$ cat src/rtl/pbp_pkg.sv
package pbp_pkg;
    localparam int BYTE_W   = 8;
    localparam int WORD_W   = 16;
    localparam int LANES    = WORD_W / BYTE_W;
    localparam int WR_BYTES = 2 * LANES;
    localparam int RD_SLOTS = 12;
    localparam int WR_IDX_W = $clog2(WR_BYTES);
    localparam int RD_IDX_W = $clog2(RD_SLOTS);

    typedef logic [BYTE_W-1:0] byte_t;
    typedef logic [WORD_W-1:0] word_t;

    // readback ordering: the host depends on this sequence
    typedef enum logic [RD_IDX_W-1:0] {
        SL_A_LO, SL_A_HI, SL_B_LO, SL_B_HI,
        SL_A_HDR, SL_B_HDR,
        SL_A_MHI, SL_A_MLO, SL_B_MHI, SL_B_MLO,
        SL_S_LO, SL_S_HI
    } slot_e;

    typedef struct packed {
        byte_t a_hdr;
        byte_t b_hdr;
        word_t a_mant;
        word_t b_mant;
        word_t sum;
    } res_t;

    function automatic byte_t lo_of(word_t w);
        return w[BYTE_W-1:0];
    endfunction

    function automatic byte_t hi_of(word_t w);
        return w[WORD_W-1 -: BYTE_W];
    endfunction
endpackage

$ cat src/rtl/pbp_edge.sv
module pbp_edge (
    input  logic clk,
    input  logic rst,
    input  logic lvl,
    output logic rise
);
    logic prev;

    always_ff @(posedge clk) begin
        if (rst) prev <= 1'b0;
        else     prev <= lvl;
    end

    assign rise = lvl & ~prev;
endmodule

$ cat src/rtl/pbp_wr_collect.sv
module pbp_wr_collect
    import pbp_pkg::*;
(
    input  logic  clk,
    input  logic  rst,
    input  logic  rise,
    input  byte_t din,
    output word_t op_a,
    output word_t op_b,
    output logic  start
);
    localparam int FULL_W = WR_BYTES * BYTE_W;

    logic [WR_IDX_W-1:0] idx;
    byte_t               stage [WR_BYTES-1];
    logic [FULL_W-1:0]   full;
    logic                last;

    assign last = (idx == WR_IDX_W'(WR_BYTES - 1));

    genvar g;
    generate
        for (g = 0; g < WR_BYTES - 1; g++) begin : g_stage
            always_ff @(posedge clk) begin
                if (rst)
                    stage[g] <= '0;
                else if (rise && idx == WR_IDX_W'(g))
                    stage[g] <= din;
            end
        end
    endgenerate

    always_comb begin
        full = '0;
        for (int i = 0; i < WR_BYTES - 1; i++)
            full[i*BYTE_W +: BYTE_W] = stage[i];
        full[(WR_BYTES-1)*BYTE_W +: BYTE_W] = din;
    end

    always_ff @(posedge clk) begin
        if (rst) begin
            idx   <= '0;
            op_a  <= '0;
            op_b  <= '0;
            start <= 1'b0;
        end else begin
            start <= 1'b0;
            if (rise) begin
                if (last) begin
                    idx   <= '0;
                    op_a  <= full[WORD_W-1:0];
                    op_b  <= full[2*WORD_W-1:WORD_W];
                    start <= 1'b1;
                end else begin
                    idx <= idx + 1'b1;
                end
            end
        end
    end


    wr_idx_hold_chk: assert property (@(posedge clk) disable iff (rst)
        !rise |=> $stable(idx));

    op_hold_chk: assert property (@(posedge clk) disable iff (rst)
        !(rise && last) |=> ($stable(op_a) && $stable(op_b)));

    start_fire_chk: assert property (@(posedge clk) disable iff (rst)
        (rise && last) |=> start);

    start_single_chk: assert property (@(posedge clk) disable iff (rst)
        start |=> !start);

    wr_wrap_chk: assert property (@(posedge clk) disable iff (rst)
        (rise && last) |=> idx == '0);
endmodule

$ cat src/rtl/pbp_rd_seq.sv
module pbp_rd_seq
    import pbp_pkg::*;
(
    input  logic  clk,
    input  logic  rst,
    input  logic  rise,
    input  logic  start,
    input  word_t op_a,
    input  word_t op_b,
    input  res_t  res_in,
    output byte_t rd_byte
);
    res_t                held;
    byte_t               slots [RD_SLOTS];
    logic [RD_IDX_W-1:0] idx;
    logic                last;

    assign last = (idx == RD_IDX_W'(RD_SLOTS - 1));

    always_ff @(posedge clk) begin
        if (rst)        held <= '0;
        else if (start) held <= res_in;
    end

    always_comb begin
        slots[SL_A_LO]  = lo_of(op_a);
        slots[SL_A_HI]  = hi_of(op_a);
        slots[SL_B_LO]  = lo_of(op_b);
        slots[SL_B_HI]  = hi_of(op_b);
        slots[SL_A_HDR] = held.a_hdr;
        slots[SL_B_HDR] = held.b_hdr;
        slots[SL_A_MHI] = hi_of(held.a_mant);
        slots[SL_A_MLO] = lo_of(held.a_mant);
        slots[SL_B_MHI] = hi_of(held.b_mant);
        slots[SL_B_MLO] = lo_of(held.b_mant);
        slots[SL_S_LO]  = lo_of(held.sum);
        slots[SL_S_HI]  = hi_of(held.sum);
    end

    always_ff @(posedge clk) begin
        if (rst) begin
            idx     <= '0;
            rd_byte <= '0;
        end else if (rise) begin
            rd_byte <= slots[idx];
            idx     <= last ? '0 : idx + 1'b1;
        end
    end


    rd_hold_chk: assert property (@(posedge clk) disable iff (rst)
        !rise |=> $stable(rd_byte));

    rd_wrap_chk: assert property (@(posedge clk) disable iff (rst)
        (rise && last) |=> idx == '0);

    rd_range_chk: assert property (@(posedge clk) disable iff (rst)
        idx < RD_IDX_W'(RD_SLOTS));

    snap_hold_chk: assert property (@(posedge clk) disable iff (rst)
        !start |=> $stable(held));
endmodule

$ cat src/rtl/posit_byte_port.sv
module posit_byte_port (
    input  logic                       clk,
    input  logic                       rst,
    input  logic                       wr_vld,
    input  logic [pbp_pkg::BYTE_W-1:0] wr_data,
    input  logic                       rd_vld,
    output logic [pbp_pkg::BYTE_W-1:0] rd_data,
    output logic [pbp_pkg::WORD_W-1:0] op_a,
    output logic [pbp_pkg::WORD_W-1:0] op_b,
    output logic                       calc_start,
    input  logic [pbp_pkg::BYTE_W-1:0] a_hdr,
    input  logic [pbp_pkg::BYTE_W-1:0] b_hdr,
    input  logic [pbp_pkg::WORD_W-1:0] a_mant,
    input  logic [pbp_pkg::WORD_W-1:0] b_mant,
    input  logic [pbp_pkg::WORD_W-1:0] sum_p
);
    import pbp_pkg::*;

    logic wr_rise, rd_rise;
    res_t res_in;

    assign res_in = '{a_hdr: a_hdr, b_hdr: b_hdr, a_mant: a_mant,
                      b_mant: b_mant, sum: sum_p};

    pbp_edge u_wr_edge (.clk(clk), .rst(rst), .lvl(wr_vld), .rise(wr_rise));
    pbp_edge u_rd_edge (.clk(clk), .rst(rst), .lvl(rd_vld), .rise(rd_rise));

    pbp_wr_collect u_wr (
        .clk(clk), .rst(rst), .rise(wr_rise), .din(wr_data),
        .op_a(op_a), .op_b(op_b), .start(calc_start)
    );

    pbp_rd_seq u_rd (
        .clk(clk), .rst(rst), .rise(rd_rise), .start(calc_start),
        .op_a(op_a), .op_b(op_b), .res_in(res_in), .rd_byte(rd_data)
    );


    rst_clear_chk: assert property (@(posedge clk)
        rst |=> (op_a == '0 && op_b == '0 && rd_data == '0 && !calc_start));
endmodule

$ cat config.mk
export PLATFORM = sky130hd
export DESIGN_NAME = posit_byte_port
export DESIGN_NICKNAME = d
export VERILOG_FILES = /design/src/rtl/pbp_pkg.sv /design/src/rtl/pbp_edge.sv /design/src/rtl/pbp_wr_collect.sv /design/src/rtl/pbp_rd_seq.sv /design/src/rtl/posit_byte_port.sv
export SDC_FILE = /design/constraint.sdc
export NUM_CORES = 1
export LEC_CHECK = 0
export ABC_AREA = 1
export BUFFER_PORTS_ARGS = -buffer_cell sky130_fd_sc_hd__buf_2
export CAP_MARGIN = 40
export CORE_ASPECT_RATIO = 0.7
export CORE_MARGIN = 2
export CORE_UTILIZATION = 55
export CTS_BUF_LIST = sky130_fd_sc_hd__clkbuf_4
export DETAILED_ROUTE_END_ITERATION = 12
export GPL_ROUTABILITY_DRIVEN = 0
export PLACE_DENSITY = 0.8
export SLEW_MARGIN = 10
export SYNTH_ARGS = -nofsm -noshare
export SYNTH_HDL_FRONTEND = slang
export SYNTH_SLANG_ARGS = --single-unit
$ cat constraint.sdc
create_clock -name clk -period 1.4 [get_ports clk]
set_input_delay 0.21 -clock clk [delete_from_list [all_inputs] [get_ports clk]]
set_output_delay 0.21 -clock clk [all_outputs]
set_load 0.02 [all_outputs]
==> run_results.csv <==
group,metric,value,unit
worst_setup_path,start_kind,"flip-flop",
route,first_iter_violations,575,
worst_setup_path,crit_start,"u_wr.start",
worst_setup_path,reg2reg_depth,6,
floorplan,die_x,126.8,microns
global_routing,track_usage,27.63,%
route,drc,0,
worst_setup_path,rrSetupSlack,50,ps
floorplan,io_pins,117,
job,cap_violations,0,
worst_setup_path,crit_path_max_fanout,7,
pwr,vdd_ir_drop_max,693.4,uV
cts,cts_buffers,17,
synthesis,ys_types,25,
worst_setup_path,cp-end-kind,"primary output",
place,dp_cells,993,
synthesis,yosysWarnings,0,
sta,drv_slew,0,
worst_setup_path,critPathKind,"flip-flop to primary output",
sta,fmax,738.4,MHz
worst_setup_path,slowest_delay,370,ps
synthesis,syn_area,5808,sq um
cells_and_area,finalNetCount,1034,
pwr,p_seq_share,54.4,%
sta,tightest_slew,381.8,ps
cells_and_area,layout.cells.non_filler,1098,
global_routing,grt_pass1_vias,5239,
synthesis,syn_nets,852,
sta,hold_violations,0,
global_routing,grt_max_degree,76,
sta,finClkSkew,15.59,ps
cts,cts_tree,"done",
sta,setup_viol,0,
route,detail_route.wl_per_cell,14.33,microns
route,vias,5719,
pwr,p_leak,0.003494,uW
synthesis,yosysSeqAreaShare,51.36,%
sta,fin_crit,1354,ps
worst_setup_path,r2r_start,"u_rd.idx[1]",
place,io_buffers,116,
floorplan,dieArea,11410,sq um
synthesis,synth_cells,771,
pwr,p_total,7661,uW
sta,fin_tns_setup,0,ps
cts,ctsRootBufferMaster,"clkbuf_4",
floorplan,die_y,89.98,microns
sta,slew_headroom,74.52,%
sta,fin_crit_sh,96.73,%
route,drtPass1Iterations,5,
route,wl,15730,microns
min_path,holdCritPathClass,"primary input to flip-flop",
cells_and_area,postLayoutCellArea,7548,sq um
synthesis,avgSynthCellArea,7.533,sq um
route,ant_nets,0,
route,viasPerCell,5.209,
floorplan,start_util,56.29,%
worst_setup_path,crit_buf_inv,2,
pwr,power_frac_comb,13.5,%
global_routing,grt_overflow,0,
pwr,p_per_area,1015,nW/um^2
worst_setup_path,slowest_stage,"dfxtp_4",
place,place_hpwl,10050,microns
worst_setup_path,arrival,1140,ps
pwr,power_switching,2021,uW
status,outcome,"finished, final reports clean",
cts,clk_path_buf_depth,2,
synthesis,ys_ff_latch,137,
cts,htree_num_levels,4,
worst_setup_path,r2r-end,"u_rd.rd_byte[2]",
cells_and_area,syn2layout_area_growth,29.97,%
cells_and_area,n_antenna_cell,0,
cells_and_area,layout-drive-gt1-share,19.25,%
floorplan,fp.coreArea,10320,sq um
cts,clk_pin_slew_worst_paths,110,ps
worst_setup_path,crit_chain,"buf_12 -> buf_6",
place,placed_cell_area,6510,sq um
pwr,swShare,26.37,%
pwr,pwr-share-clk,32.1,%
cts,clk_latency,530,ps
cts,cts.sink_count,137,
global_routing,grt_pass1_wl,24870,microns
global_routing,grt_antenna_before_repair,0,
worst_setup_path,endpoint,"calc_start",
worst_setup_path,worstPathRequired,1190,ps
floorplan,rows,31,
pwr,p_int,5641,uW
worst_setup_path,path_depth,2,
worst_setup_path,path_delay_family,"flip-flops",
[per-stage QoR]
step	util [%]	hold slack (ps)	setup WS [ps]
after detailed placement	63.10	421.3	9.225
after global routing	73.16	16.48	-0.3939
after global placement	63.10	423.3	55.37
final	73.16	30.74	45.79
after CTS	72.74	2.417	0.2824
after floorplan	-	282.4	203.4
[synthesized netlist by cell type]
| master | number | share of area, % |
|---|---|---|
| nand2_1 | 177 | 11 |
| dfxtp_1 | 113 | 39 |
| nor2_1 | 112 | 7.2 |
| inv_1 | 79 | 5.1 |
| o21ai_0 | 78 | 6.7 |
| nand3_1 | 58 | 5.0 |
| a21oi_1 | 35 | 3.0 |
| edfxtp_1 | 24 | 12 |
| o21ai_1 | 21 | 1.8 |
| buf_2 | 19 | 1.6 |
| clkbuf_1 | 15 | 0.97 |
| o22ai_1 | 8 | 0.86 |
| buf_4 | 7 | 0.90 |
| ha_1 | 5 | 1.1 |
| inv_2 | 5 | 0.32 |
| buf_6 | 4 | 0.78 |
| nor2_2 | 2 | 0.22 |
| xor2_1 | 2 | 0.30 |
| inv_4 | 1 | 0.11 |
| nand3_2 | 1 | 0.17 |
| nand3_4 | 1 | 0.30 |
| nand4_1 | 1 | 0.11 |
| nor2_8 | 1 | 0.34 |
| nor3_1 | 1 | 0.086 |
| o31ai_1 | 1 | 0.13 |
[power groups by stage]
stage / sequential [uW] / combinational, uW / clock, uW
2_1_floorplan: 4270 / 553 / 0
3_3_place_gp: 4250 / 846 / 0
3_5_place_dp: 4260 / 850 / 0
4_1_cts: 4160 / 1000 / 2480
5_1_grt: 4180 / 1150 / 2640
6_report: 4170 / 1040 / 2460
[timing repair]
| action | in CTS | in global routing |
|---|---|---|
| gates cloned | 1 | 0 |
| gates resized for setup | 8 | 6 |
| hold endpoints to repair | 72 | 0 |
| buffers inserted | 1 | 4 |
| endpoints found under the setup margin | 2 | 20 |
| hold buffers | 67 | 0 |
[metal layers]
layer / up-vias / wire (microns) / track usage (%)
met5: - / 0 / 0
met4: 0 / 263 / 8.700
met3: 25 / 1182 / 5.893
met2: 255 / 7287 / 43.91
met1: 2618 / 7000 / 37.97
li1: 2821 / - / -
[area by class of cell]
| cell class | instances | area (sq um) |
|---|---|---|
| Clock inverter | 12 | 107.6 |
| Clock buffer | 20 | 150.1 |
| Multi-Input combinational cell | 504 | 2265 |
| Timing Repair Buffer | 208 | 1549 |
| Tap cell | 132 | 165.2 |
| Fill cell | 785 | 2769 |
| Sequential cell | 137 | 2988 |
| Inverter | 85 | 324.1 |
[worst min path at each step]
stage | from | to | slack, ps | cells past startpoint
2_1_floorplan | rst | u_rd_edge.prev | 280 | 1
3_3_place_gp | rst | u_rd_edge.prev | 420 | 2
3_5_place_dp | rst | u_rd_edge.prev | 420 | 2
4_1_cts | a_mant[12] | u_rd.held[44] | 2 | 3
5_1_grt | a_mant[3] | u_rd.held[35] | 20 | 3
6_report | wr_data[4] | u_wr.op_b[12] | 30 | 3
[sequential cells by signal, indices dropped and copies added (netlist names)]
name            cells
u_rd.rd_byte        8
u_wr.idx            2
u_wr.op_b          16
u_rd_edge.prev      1
u_rd.held          64
u_wr.start          1
u_wr_edge.prev      1
u_rd.idx            4
u_wr.op_a          16
u_wr.stage         24
[cells in the final DEF (no fill, tap or decap), drive strengths merged]
cell type,n
a21oi,35
clkinvlp,1
dlygate4sd3,67
nand4,1
nor2,115
o21ai,99
nand2,177
buf,140
edfxtp,24
o31ai,1
o22ai,8
inv,87
ha,5
xor2,2
bufinv,2
nand3,60
dfxtp,113
nor3,1
clkbuf,20
clkinv,7
bufbuf,1
[cells by family after synthesis]
group	after synthesis	share of synthesized area, %
AOI/OAI and AO/OA	143	12.54
DFF	137	51.36
adders and majority gates	5	1.077
xor gates and xnor gates	2	0.3016
and+or+nand+nor	354	24.90
buffers and inverters	130	9.823
[worst reg2reg max path, cell delays in order, from the launching register on]
cell	delay, ps
dfxtp_1	440
buf_4	270
nand3_1	200
nand3_1	150
nand2_1	60
nor2_1	80
nor2_1	40
Power figures use the tool's default switching activity.
